### src/rtl/busglue_pkg.sv
package busglue_pkg;

    // Address quadrant selected by {A23, A22}
    typedef enum logic [1:0] {
        RGN_ROM  = 2'b00,
        RGN_RAM  = 2'b01,
        RGN_PER  = 2'b10,
        RGN_NONE = 2'b11
    } region_e;

    // Active-high device selects
    typedef struct packed {
        logic rom;
        logic ram_lo;
        logic ram_hi;
        logic per;
        logic unmapped;
        logic iack;
    } sel_t;

    // Active-high byte strobes
    typedef struct packed {
        logic uwe;
        logic lwe;
        logic uoe;
        logic loe;
    } strb_t;

    localparam logic [2:0] FC_INT_ACK = 3'b111;

    function automatic int unsigned max_u(input int unsigned a, input int unsigned b);
        return (a > b) ? a : b;
    endfunction

endpackage

### src/rtl/busglue_decode.sv
module busglue_decode
    import busglue_pkg::*;
(
    input  logic       as_n,
    input  logic       uds_n,
    input  logic       lds_n,
    input  logic [1:0] addr_top,
    input  logic [2:0] fc,
    output sel_t       sel
);
    logic    cyc;
    logic    int_ack;
    region_e rgn;

    always_comb begin
        rgn     = region_e'(addr_top);
        int_ack = (fc == FC_INT_ACK);
        cyc     = !as_n && !int_ack;

        sel          = '0;
        sel.iack     = !as_n && int_ack;
        sel.rom      = cyc && (rgn == RGN_ROM);
        sel.ram_lo   = cyc && (rgn == RGN_RAM) && !lds_n;
        sel.ram_hi   = cyc && (rgn == RGN_RAM) && !uds_n;
        sel.per      = cyc && (rgn == RGN_PER);
        sel.unmapped = cyc && (rgn == RGN_NONE);
    end
endmodule

### src/rtl/busglue_strobe.sv
module busglue_strobe
    import busglue_pkg::*;
(
    input  logic  as_n,
    input  logic  uds_n,
    input  logic  lds_n,
    input  logic  rw,
    output strb_t strb
);
    logic up, lo;

    always_comb begin
        up       = !as_n && !uds_n;
        lo       = !as_n && !lds_n;
        strb.uwe = up && !rw;
        strb.lwe = lo && !rw;
        strb.uoe = up && rw;
        strb.loe = lo && rw;
    end
endmodule

### src/rtl/busglue_wait_chain.sv
module busglue_wait_chain #(
    parameter int unsigned DEPTH = 2
) (
    input  logic             clk,
    input  logic             rst,
    input  logic             as_n,
    input  logic             sel_in,
    output logic [DEPTH-1:0] stage
);
    // Stage k holds 1 once the select has been seen for k+1 edges.
    // A high address strobe empties the whole chain.
    always_ff @(posedge clk) begin
        if (rst || as_n) begin
            stage <= '0;
        end else begin
            stage[0] <= sel_in;
            for (int k = 1; k < int'(DEPTH); k++) begin
                stage[k] <= stage[k-1];
            end
        end
    end
endmodule

### src/rtl/busglue_top.sv
module busglue_top
    import busglue_pkg::*;
#(
    parameter int unsigned ROM_WS = 2,
    parameter int unsigned RAM_WS = 1
) (
    input  logic       clk,
    input  logic       rst,
    input  logic       as_n,
    input  logic       uds_n,
    input  logic       lds_n,
    input  logic       rw,
    input  logic [1:0] addr_top,
    input  logic [2:0] fc,
    input  logic       periph_dtack_n,
    output logic       rom_cs_n,
    output logic       ram_lo_cs_n,
    output logic       ram_hi_cs_n,
    output logic       per_cs_n,
    output logic       uwe_n,
    output logic       lwe_n,
    output logic       uoe_n,
    output logic       loe_n,
    output logic       dtack_n,
    output logic       berr_n,
    output logic       iack_n
);
    localparam int unsigned WS_MAX    = max_u(ROM_WS, RAM_WS);
    localparam int unsigned CHAIN_LEN = (WS_MAX > 0) ? WS_MAX : 1;

    sel_t                 sel;
    strb_t                strb;
    logic                 chain_in;
    logic [CHAIN_LEN-1:0] stage;
    logic                 rom_tap, ram_tap;
    logic                 local_ack;

    busglue_decode u_dec (
        .as_n     (as_n),
        .uds_n    (uds_n),
        .lds_n    (lds_n),
        .addr_top (addr_top),
        .fc       (fc),
        .sel      (sel)
    );

    busglue_strobe u_strb (
        .as_n  (as_n),
        .uds_n (uds_n),
        .lds_n (lds_n),
        .rw    (rw),
        .strb  (strb)
    );

    assign chain_in = sel.rom || sel.ram_lo || sel.ram_hi;

    busglue_wait_chain #(.DEPTH(CHAIN_LEN)) u_chain (
        .clk    (clk),
        .rst    (rst),
        .as_n   (as_n),
        .sel_in (chain_in),
        .stage  (stage)
    );

    // Per-device tap: zero waits uses the live select
    generate
        if (ROM_WS == 0) begin : g_rom_now
            assign rom_tap = chain_in;
        end else begin : g_rom_tap
            assign rom_tap = stage[ROM_WS-1];
        end
        if (RAM_WS == 0) begin : g_ram_now
            assign ram_tap = chain_in;
        end else begin : g_ram_tap
            assign ram_tap = stage[RAM_WS-1];
        end
    endgenerate

    assign local_ack = (sel.rom && rom_tap) || ((sel.ram_lo || sel.ram_hi) && ram_tap);

    assign rom_cs_n    = !sel.rom;
    assign ram_lo_cs_n = !sel.ram_lo;
    assign ram_hi_cs_n = !sel.ram_hi;
    assign per_cs_n    = !sel.per;
    assign berr_n      = !sel.unmapped;
    assign iack_n      = !sel.iack;
    assign uwe_n       = !strb.uwe;
    assign lwe_n       = !strb.lwe;
    assign uoe_n       = !strb.uoe;
    assign loe_n       = !strb.loe;
    assign dtack_n     = !local_ack && periph_dtack_n;
endmodule

### config.mk
export PLATFORM = sky130hd
export DESIGN_NAME = busglue_top
export DESIGN_NICKNAME = d
export VERILOG_FILES = /design/src/rtl/busglue_pkg.sv /design/src/rtl/busglue_decode.sv /design/src/rtl/busglue_strobe.sv /design/src/rtl/busglue_wait_chain.sv /design/src/rtl/busglue_top.sv
export SDC_FILE = /design/constraint.sdc
export NUM_CORES = 1
export LEC_CHECK = 0
export BUFFER_PORTS_ARGS = -buffer_cell sky130_fd_sc_hd__buf_2
export CAP_MARGIN = 20
export CORE_AREA = 2 2 39 41
export CTS_BUF_LIST = sky130_fd_sc_hd__clkbuf_16
export DETAILED_ROUTE_END_ITERATION = 12
export DIE_AREA = 0 0 41 43
export HOLD_SLACK_MARGIN = 0.1
export PLACE_DENSITY = 0.44
export SYNTH_ARGS = -nofsm -noshare
export SYNTH_HDL_FRONTEND = slang
export SYNTH_HIERARCHICAL = 1
export SYNTH_SLANG_ARGS = --single-unit
### constraint.sdc
create_clock -name clk -period 2.8 [get_ports clk]
set_input_delay 0.14 -clock clk [delete_from_list [all_inputs] [get_ports clk]]
set_output_delay 0.14 -clock clk [all_outputs]
set_load 0.02 [all_outputs]
Word level (Yosys, flattened, before mapping)
Cells that the tools add are included.
{"block": "op_classes", "eq_ne": 4, "reduce_logical": 39}
{"operator": "logical AND 1 bit", "count": 17}
{"operator": "logical NOT 1 bit", "count": 16}
{"operator": "logical OR 1 bit", "count": 5}
{"operator": "equality test 2 bit, second input constant", "count": 2}
{"operator": "equality test 3 bit, second input constant", "count": 1}
{"operator": "equality test 2 x 1 -> 1 bit, second input constant", "count": 1}
{"operator": "logical NOT 2 bit", "count": 1}
{"block": "totals", "reg_bits": 2, "output_inout_bits": 11, "elab_cells": 44}

Logic depth before layout (Yosys ltp)
Gate-level depths: netlist (run 1).
{"block": "logic_depth", "depth_word": 10, "depth_mapped": 6, "depth_no_buf": 5}

Cells and area by module
The synthesis (run 1) kept the hierarchy.
{"module": "busglue_decode", "instances": 1, "cells_each": 9, "area_per_inst_um2": 71.3, "seq_area_each_um2": 0.0}
{"module": "busglue_top", "instances": 1, "cells_each": 14, "area_per_inst_um2": 57.6, "seq_area_each_um2": 0.0}
{"module": "busglue_wait_chain", "instances": 1, "cells_each": 4, "area_per_inst_um2": 55.1, "seq_area_each_um2": 40.0}
{"module": "busglue_strobe", "instances": 1, "cells_each": 4, "area_per_inst_um2": 35.0, "seq_area_each_um2": 0.0}

Worst setup path after synthesis (run 1)
No wires, ideal clock.
{"block": "synth_timing", "kind": "input port to flip-flop", "start": "input port fc[2]", "end": "register u_chain.stage[0]", "setup_ns": 0.080, "t_arrival_ns": 1.146, "path_slack_ns": 1.574, "path_stages": 6, "path_cell_list": "and3_1 buf_6 nor4_1 inv_1 nand3_1 nor3b_1"}
{"element": "start, declared", "line_no": "busglue_top.sv:14", "text": "input logic [2:0] fc,"}
{"element": "end signal, assigned", "line_no": "busglue_wait_chain.sv:16", "text": "stage[0] <= sel_in;"}
{"element": "end signal, assigned by index", "line_no": "busglue_wait_chain.sv:18", "text": "stage[k] <= stage[k-1];"}
{"element": "end, declared", "line_no": "busglue_wait_chain.sv:8", "text": "output logic [DEPTH-1:0] stage"}

==> flow_summary_export.csv, run 1 <==
group,metric,value,unit
power,p_sw,50.8,µW
cts,cts_tree,"yes",
run,maxCapViolations,0,
sta,final.period_utilization,49.7,%
place,placed_cells,68,
place,port_buffers,22,
setup_path,crit_end,"dtack_n",
setup_path,end_kind,"primary output",
power,cellInternalPower,227,µW
drt,post_drt_wl_per_cell,8.71,µm
grt,grt_pass1_wl,821,µm
yosys,synth_xor_area_share,0,%
setup_path,cp.arrival,1.25,ns
drt,detail-route-antenna-nets,0,
run_status,status,"complete, no violations",
floorplan,fp.coreArea,1380,µm²
setup_path,required,2.66,ns
power,pwr-share-comb,13.5,%
yosys,yosysSeqAreaShare,18.3,%
grt,antenna_found_initial,0,
drt,drt_iter0_markers,1,
sta,finalHoldViolations,0,
drt,vias,296,
layout,drive_gt1_share,50.0,%
sta,report.final.slew_viol_count,0,
cts,htree_num_levels,1,
setup_path,rr_worst_depth,1,
setup_path,reg2reg_from,"u_chain/stage[0]",
grt,grt_max_degree,11,
yosys,synth-seq-cells,2,
cts,cts_buffers,3,
power,pwr-share-seq,10.7,%
yosys,syn_avg_cell_area,7.06,µm²
sta,fin_hold_ws,0.253,ns
yosys,synthCells,31,
yosys,synth_compound_area_share,2.29,%
setup_path,start_kind,"input pin",
setup_path,cpMaxStageDelayCell,"nor4_1",
setup_path,rr_endpoint,"u_chain/stage[1]",
place,globalplace.congestion,0.563,
yosys,synth_top_family_by_area,"simple AND/OR/NAND/NOR gates",
place,place_hpwl,526,µm
grt,grt.overflow.total,0,
drt,via_per_inst,4.11,
power,power.share.clock,75.9,%
yosys,ys_warn_count,6,
drt,route.detailed.drc,0,
floorplan,die_w,41,µm
min_path,min_path_type,"in -> reg",
floorplan,die_area,1760,µm²
layout,nFillCells,168,
setup_path,cp_max_fo,6,
layout,largest_registers,"u_chain/stage x2",
drt,first_pass_iters,2,
layout,fin_nets,70,
setup_path,cp-startpoint,"fc[2]",
sta,rsz0062_at_grt,"no",
yosys,synth-simple-area-share,57.1,%
sta,skew,0.000739,ns
cts,cts_resized,0,
sta,clock.fmax,718,MHz
power,power,278,µW
layout,post-route-util,30.6,%
setup_path,rrSetupSlack,2.24,ns
floorplan,rows,14,
cts,cts_sinks,2,
grt,grt_usage,7.01,%
min_path,hp-start,"as_n",
sta,setup_violations,0,
yosys,syn_area,219,µm²
power,switching_share,18.3,%
sta,worst_slew_pin_slew,0.352,ns
cts,clk_pin_slew,0.03,ns
setup_path,critPathKind,"in -> out",
layout,largest_register_ffs,2,
drt,wl,627,µm
layout,num_antenna_cells,0,
floorplan,die_y,43,µm
cts,insertion_delay,0.22,ns
min_path,holdPathStages,2,
yosys,synth_cell_types,14,
yosys,synthMuxAreaShare,0,%
cts,cts-root-buf,"clkbuf_16",
setup_path,path_cells,"buf_2 -> and3_1 -> nor4_1 -> o21ai_1 -> and3_1 -> buf_2",
layout,register_area,40.0,µm²
floorplan,initial_utilization,15.8,%
layout,final_cells,72,
power,p_leak,0.179,nW
power,vdd_drop_max,0.000574,V
layout,multi_input_area,130,µm²
cts,clock_path_buffers,2,
sta,period_minus_slack,1.39,ns
sta,slew_headroom,76.3,%
layout,largest_register,"u_chain/stage",
floorplan,io-pin-count,23,
yosys,syn-num-nets,43,
grt,grt_pass1_vias,222,
layout,area_delta_synth_final,93.1,%
setup_path,max_stage_delay,0.35,ns
sta,setup_tns,0,ns
power,power.density,657,nW/µm²
yosys,synthAdderAreaFrac,0,%
worst max-delay path, delay by kind of cell:
family / cells / cell delay [ns]
buffers and inverters: 2 / 0.24
and+or+nand+nor: 3 / 0.75
AOI/OAI and AO/OA: 1 / 0.12
cell families after synthesis:
group | count (synthesis)
simple gates | 17
buf+inv | 11
flops | 2
compound gates | 1
layout by cell type (no fill, tap or decap):
cell type       n
dfxtp_1         2
nand2b_1        1
nor2b_1         1
dlygate4sd3_1   1
o21ai_1         1
nand3_1         1
nor3b_2         2
nor4b_2         1
buf_2          22
nor3_1          2
clkbuf_16       3
nor4_1          3
nor3b_1         3
inv_1          10
nand2_1         1
and3_1          2
repair_timing:
action | CTS | global route
hold endpoints to repair | 1 | 0
setup buffers | 0 | 0
hold buffers | 1 | 0
cell type report:
type,instances,share of cell area (%)
flip-flops and latches,2,9.47
clock buffers,3,17.8
well taps,16,4.73
inverters,10,8.88
multi-input cells,18,30.8
repair buffers,23,28.4
layer usage:
metal	track usage, %	up-vias	part of all wire (%)
met2	10.9	16	45
met1	7.35	128	44
met4	4.00	0	0
met5	0	-	0
li1	-	152	-
met3	3.14	0	11
synth_stat cells:
library cell | count | area share, %
nor4b_2 | 1 | 6.9
o21ai_1 | 1 | 2.3
nor3b_1 | 3 | 10
nor4_1 | 3 | 8.6
nand2_1 | 1 | 1.7
dfxtp_1 | 2 | 18
inv_1 | 10 | 17
nor2b_1 | 1 | 2.9
buf_6 | 1 | 5.1
and3_1 | 2 | 5.7
nor3_1 | 2 | 4.6
nor3b_2 | 2 | 11
nand2b_1 | 1 | 2.9
nand3_1 | 1 | 2.3
power groups by stage:
stage	combinational (mW)	clock, mW	sequential [mW]
floorplan	0.0194	0	0.0298
global placement	0.0365	0	0.0299
detailed placement	0.0369	0	0.0299
CTS	0.0381	0.215	0.0296
global route	0.0411	0.218	0.0297
finish	0.0374	0.211	0.0296
per-stage QoR:
step	setup WS, ns	cell area, µm²
finish	1.41	423
global route	1.33	423
CTS	1.40	423
detailed placement	1.42	338
global placement	1.44	338
floorplan	1.57	219
worst min path at each step:
stage	to	slack [ns]
2_1_floorplan	u_chain/stage[0]	0.22
3_3_place_gp	u_chain/stage[1]	0.32
3_5_place_dp	u_chain/stage[1]	0.32
4_1_cts	u_chain/stage[1]	0.25
5_1_grt	u_chain/stage[1]	0.27
6_report	u_chain/stage[1]	0.25
Note: power is estimated with default switching activity, not from simulation.
==> run 2: changes to the inputs <==
==> constraint.sdc (replaced) <==
create_clock -name clk -period 1.3 [get_ports clk]
set_input_delay 0.065 -clock clk [delete_from_list [all_inputs] [get_ports clk]]
set_output_delay 0.065 -clock clk [all_outputs]
set_load 0.02 [all_outputs]
==> flow_summary_export.csv, run 2 (synthesized netlist as in run 1, its figures left out) <==
group,metric,value,unit
sta,final.period_utilization,92.0,%
layout,num_antenna_cells,0,
setup_path,critPathKind,"in -> out",
sta,finalHoldViolations,0,
cts,cts-root-buf,"clkbuf_16",
cts,cts_sinks,2,
cts,clock_path_buffers,2,
cts,cts_setup_buffers,0,
drt,post_drt_wl_per_cell,8.82,µm
grt,grt_usage,8.01,%
grt,grt_max_degree,7,
sta,report.final.slew_viol_count,0,
setup_path,required,1.24,ns
power,p_leak,0.187,nW
grt,grt_pass1_vias,247,
place,postPlaceCellArea,345,µm²
grt,antenna_found_initial,0,
layout,largest_registers,"u_chain/stage x2",
sta,skew,0.000198,ns
cts,insertion_delay,0.22,ns
drt,detail-route-antenna-nets,0,
power,vdd_drop_max,0.000622,V
sta,layout_setup_ws,0.105,ns
place,dp_slack,0.0453,ns
sta,slew_headroom,75.1,%
drt,drt_iter0_markers,2,
drt,wl_met1,281,µm
floorplan,rows,14,
setup_path,cp.arrival,1.13,ns
sta,setup_tns,0,ns
setup_path,cp_max_fo,6,
drt,wl,644,µm
place,place_hpwl,532,µm
grt,grt_pass1_wl,945,µm
floorplan,die_y,43,µm
sta,period_minus_slack,1.20,ns
floorplan,fp.coreArea,1380,µm²
drt,vias,298,
cts,clk_pin_slew,0.03,ns
sta,clock.fmax,837,MHz
run_status,status,"complete, no violations",
cts,cts_tree,"yes",
drt,first_pass_iters,4,
layout,final_common_cell,"buf_2",
drt,met2_length,286,µm
drt,route.detailed.drc,0,
drt,route.met3.wl,75,µm
layout,fin_nets,71,
power,power.density,1310,nW/µm²
cts,cts_buffers,3,
floorplan,die_area,1760,µm²
min_path,min_path_type,"in -> reg",
layout,final_cell_mix,"buf_2 (22), inv_1 (10), clkbuf_16 (3), nor3b_1 (3)",
layout,drive_gt1_share,56.1,%
setup_path,end_kind,"primary output",
floorplan,die_w,41,µm
layout,largest_register_ffs,2,
drt,via_per_inst,4.08,
place,port_buffers,22,
cts,htree_num_levels,1,
grt,grt.overflow.total,0,
min_path,holdPathStages,2,
layout,fin_area,467,µm²
drt,highest_layer,"met3",
sta,rsz0062_at_grt,"no",
floorplan,io-pin-count,23,
setup_path,rr_worst_depth,1,
layout,post-route-util,33.7,%
run,maxCapViolations,0,
layout,largest_register,"u_chain/stage",
setup_path,start_kind,"input pin",
floorplan,initial_utilization,15.8,%
place,globalplace.congestion,0.619,
layout,area_delta_synth_final,113,%
sta,setup_violations,0,
sta,worst_slew_pin_slew,0.374,ns
sta,fin_hold_ws,0.115,ns
-- run 2: layout make-up --
| class | count | area [µm²] |
|---|---|---|
| inverter | 10 | 37.5 |
| clock buffer | 3 | 75.1 |
| sequential | 2 | 40.0 |
| timing repair buffer | 24 | 128 |
| tap | 16 | 20.0 |
| fill | 151 | 917 |
| multi-input combinational | 18 | 166 |
-- run 2: critical path: stages --
cell and delay, ns:
buf_2 0.09, and3_1 0.28, nor4_4 0.27, o21ai_1 0.10, and3_1 0.16, buf_2 0.15
-- run 2: what timing repair did --
| item | CTS | global route |
|---|---|---|
| hold endpoints to repair | 2 | 0 |
| setup endpoints to repair | 0 | 1 |
| gates resized for setup | 0 | 5 |
| hold buffers | 1 | 0 |
-- run 2: layer usage --
layer	global-route usage, %	vias to the layer above
met5	0	-
met4	6.00	0
met3	3.14	0
met2	11.3	16
met1	9.24	128
li1	-	154
-- run 2: final timing paths --
check                    from          endpoint  slack (ns)
max                     fc[2]           dtack_n        0.10
min                      as_n  u_chain/stage[1]        0.12
max reg2reg  u_chain/stage[0]  u_chain/stage[1]        0.74
min reg2reg  u_chain/stage[0]  u_chain/stage[1]        0.47
-- run 2: power by group --
group          internal [mW]  switching, mW
clock network          0.391         0.0633
logic                 0.0396         0.0534
registers             0.0632       0.000507
-- run 2: stage by stage --
stage	cells	power, mW
floorplan	31	0.106
global placement	69	0.145
finish	73	0.611
global route	73	0.632
CTS	73	0.608
detailed placement	69	0.146
==> run 3: changes to the inputs <==
--- a/config.mk
+++ b/config.mk
@@ -5,6 +5,7 @@
 export SDC_FILE = /design/constraint.sdc
 export NUM_CORES = 1
 export LEC_CHECK = 0
+export ABC_AREA = 1
 export BUFFER_PORTS_ARGS = -buffer_cell sky130_fd_sc_hd__buf_2
 export CAP_MARGIN = 20
 export CORE_AREA = 2 2 39 41
@@ -12,7 +13,7 @@
 export DETAILED_ROUTE_END_ITERATION = 12
 export DIE_AREA = 0 0 41 43
 export HOLD_SLACK_MARGIN = 0.1
-export PLACE_DENSITY = 0.44
+export PLACE_DENSITY = 0.46
 export SYNTH_ARGS = -nofsm -noshare
 export SYNTH_HDL_FRONTEND = slang
 export SYNTH_HIERARCHICAL = 1
==> flow_summary_export.csv, run 3 <==
group,metric,value,unit
run_status,status,"complete, no violations",
setup_path,rr_endpoint,"u_chain/stage[1]",
power,power.share.clock,75.4,%
sta,layout_setup_ws,0.338,ns
layout,area_delta_synth_final,85.4,%
power,p_sw,113,µW
min_path,holdPathStages,4,
drt,vias,320,
power,pwr-share-comb,14.0,%
yosys,synth-async-reset-ratio,0,%
power,p_leak,0.243,nW
yosys,ys_warn_count,6,
grt,grt.overflow.total,0,
yosys,netlist.area_leader.share,31.3,%
setup_path,max_stage_delay,0.15,ns
setup_path,reg2reg_from,"u_chain/stage[0]",
cts,cts_resized,0,
layout,largest_register_ffs,2,
setup_path,cpMaxStageDelayCell,"nor2_1",
floorplan,die_w,41,µm
drt,first_pass_iters,2,
cts,clk_pin_slew,0.03,ns
cts,cts_sinks,2,
floorplan,rows,14,
place,place_hpwl,510,µm
min_path,hp-start,"rst",
setup_path,end_kind,"primary output",
layout,register_area,40.0,µm²
yosys,synth_top_area_cell,"inv_1",
cts,htree_num_levels,1,
layout,final_cell_mix,"buf_2 (22), inv_1 (20), nor2_1 (13)",
grt,grt_max_degree,5,
cts,insertion_delay,0.22,ns
layout,num_antenna_cells,0,
yosys,synth_flop_cell,"dfxtp_1",
cts,cts-root-buf,"clkbuf_16",
floorplan,io-pin-count,23,
drt,drt_iter0_markers,1,
setup_path,path_common_cell,"nor2_2",
sta,finalHoldViolations,0,
power,switching_share,18.9,%
drt,post_drt_wl_per_cell,6.37,µm
drt,via_per_inst,3.48,
yosys,synthCells,51,
sta,skew,0.000123,ns
layout,post-route-util,32.2,%
power,power.density,1350,nW/µm²
grt,antenna_found_initial,0,
layout,fin_nets,90,
setup_path,path_cells,"buf_2 -> nor2_2 -> nand3_1 -> nor2_1 -> nor2_2 -> nor2_1 -> nor2_2 -> buf_2",
yosys,syn-num-nets,63,
power,vdd_drop_max,0.000830,V
min_path,min_to,"u_chain/stage[1]",
setup_path,start_kind,"input pin",
sta,setup_violations,0,
sta,report.final.slew_viol_count,0,
cts,clock_path_buffers,2,
grt,grt_pass1_vias,277,
layout,nFillCells,158,
yosys,synth_cell_types,8,
power,cellInternalPower,487,µW
sta,final.period_utilization,74.0,%
layout,largest_register,"u_chain/stage",
yosys,syn_avg_cell_area,4.71,µm²
drt,wl,586,µm
yosys,syn_area,240,µm²
place,globalplace.congestion,0.685,
drt,detail-route-antenna-nets,0,
grt,grt_usage,7.61,%
floorplan,die_area,1760,µm²
min_path,min_path_type,"in -> reg",
power,pwr-share-seq,10.6,%
floorplan,fp.coreArea,1380,µm²
layout,drive_gt1_share,39.5,%
layout,final_common_cell,"buf_2",
place,dp_slack,0.311,ns
setup_path,required,1.24,ns
yosys,synth_commonest_cells,"inv_1 (20), nor2_1 (13), nand2_1 (9)",
setup_path,rr_worst_depth,2,
sta,setup_tns,0,ns
setup_path,critPathKind,"in -> out",
run,maxCapViolations,0,
yosys,synth-seq-cells,2,
setup_path,rrSetupSlack,0.81,ns
grt,grt_pass1_wl,952,µm
sta,period_minus_slack,0.962,ns
cts,cts_buffers,3,
sta,rsz0062_at_grt,"no",
cts,cts_setup_buffers,0,
cts,cts_tree,"yes",
floorplan,die_y,43,µm
yosys,synth.area.top_cells,"inv_1 (31%), nor2_1 (20%), dfxtp_1 (17%)",
setup_path,cp_max_fo,4,
sta,clock.fmax,1040,MHz
yosys,synth_edf_count,0,
sta,slew_headroom,89.4,%
sta,worst_slew_pin_slew,0.158,ns
yosys,yosysMostFrequentCell,"inv_1",
yosys,yosysSeqAreaShare,16.7,%
layout,largest_registers,"u_chain/stage x2",
drt,route.detailed.drc,0,
cts,ctsHoldBuffers,0,
floorplan,initial_utilization,17.4,%
setup_path,cp.arrival,0.90,ns
place,port_buffers,22,
layout,multi_input_area,121,µm²
-- run 3: logic make-up after synthesis --
logic type	synth area share (%)
flip-flops	16.7
buffers and inverters	32.8
AND/OR/NAND/NOR	50.5
-- run 3: layer usage --
layer	track usage (%)	part of all wire, %	up-vias	routed length (µm)
met3	1.57	12	0	68
met4	4.00	0	0	0
li1	-	-	185	-
met2	12.2	43	14	252
met1	8.92	45	121	265
met5	0	0	-	0
-- run 3: through the flow --
stage                     instances  hold WS (ns)  instance area, µm²  total power [mW]
after detailed placement         89         0.332                 370             0.150
after floorplan                  51         0.225                 240             0.113
final                            92         0.104                 445             0.600
after CTS                        92         0.107                 445             0.609
after global routing             92         0.148                 445             0.629
after global placement           89         0.329                 370             0.150
-- run 3: final cells by class --
cell class                 count  share of cell area [%]
multi-input combinational     28                    27.2
timing repair buffer          22                    24.7
inverter                      21                    17.7
clock buffer                   3                    16.9
sequential                     2                    8.99
tap                           16                    4.49
-- run 3: power by group through the flow --
stage                     registers [mW]  clock network (mW)  logic (mW)
final                             0.0637               0.452      0.0842
after global routing              0.0638               0.469      0.0965
after CTS                         0.0637               0.459      0.0860
after detailed placement          0.0644                   0      0.0855
after global placement            0.0644                   0      0.0851
after floorplan                   0.0643                   0      0.0487
-- run 3: worst max path at each step --
stage	from	to	slack, ns	depth (start not counted)
3_5_place_dp	addr_top[1]	dtack_n	0.31	8
5_1_grt	as_n	dtack_n	0.20	8
2_1_floorplan	fc[2]	dtack_n	0.59	6
6_report	addr_top[1]	dtack_n	0.34	8
4_1_cts	addr_top[1]	dtack_n	0.31	8
3_3_place_gp	addr_top[1]	dtack_n	0.30	8
-- run 3: critical path: cells and delay by family --
kind	cells	cell delay, ns
buffers and inverters	2	0.27
AND/OR/NAND/NOR	6	0.56
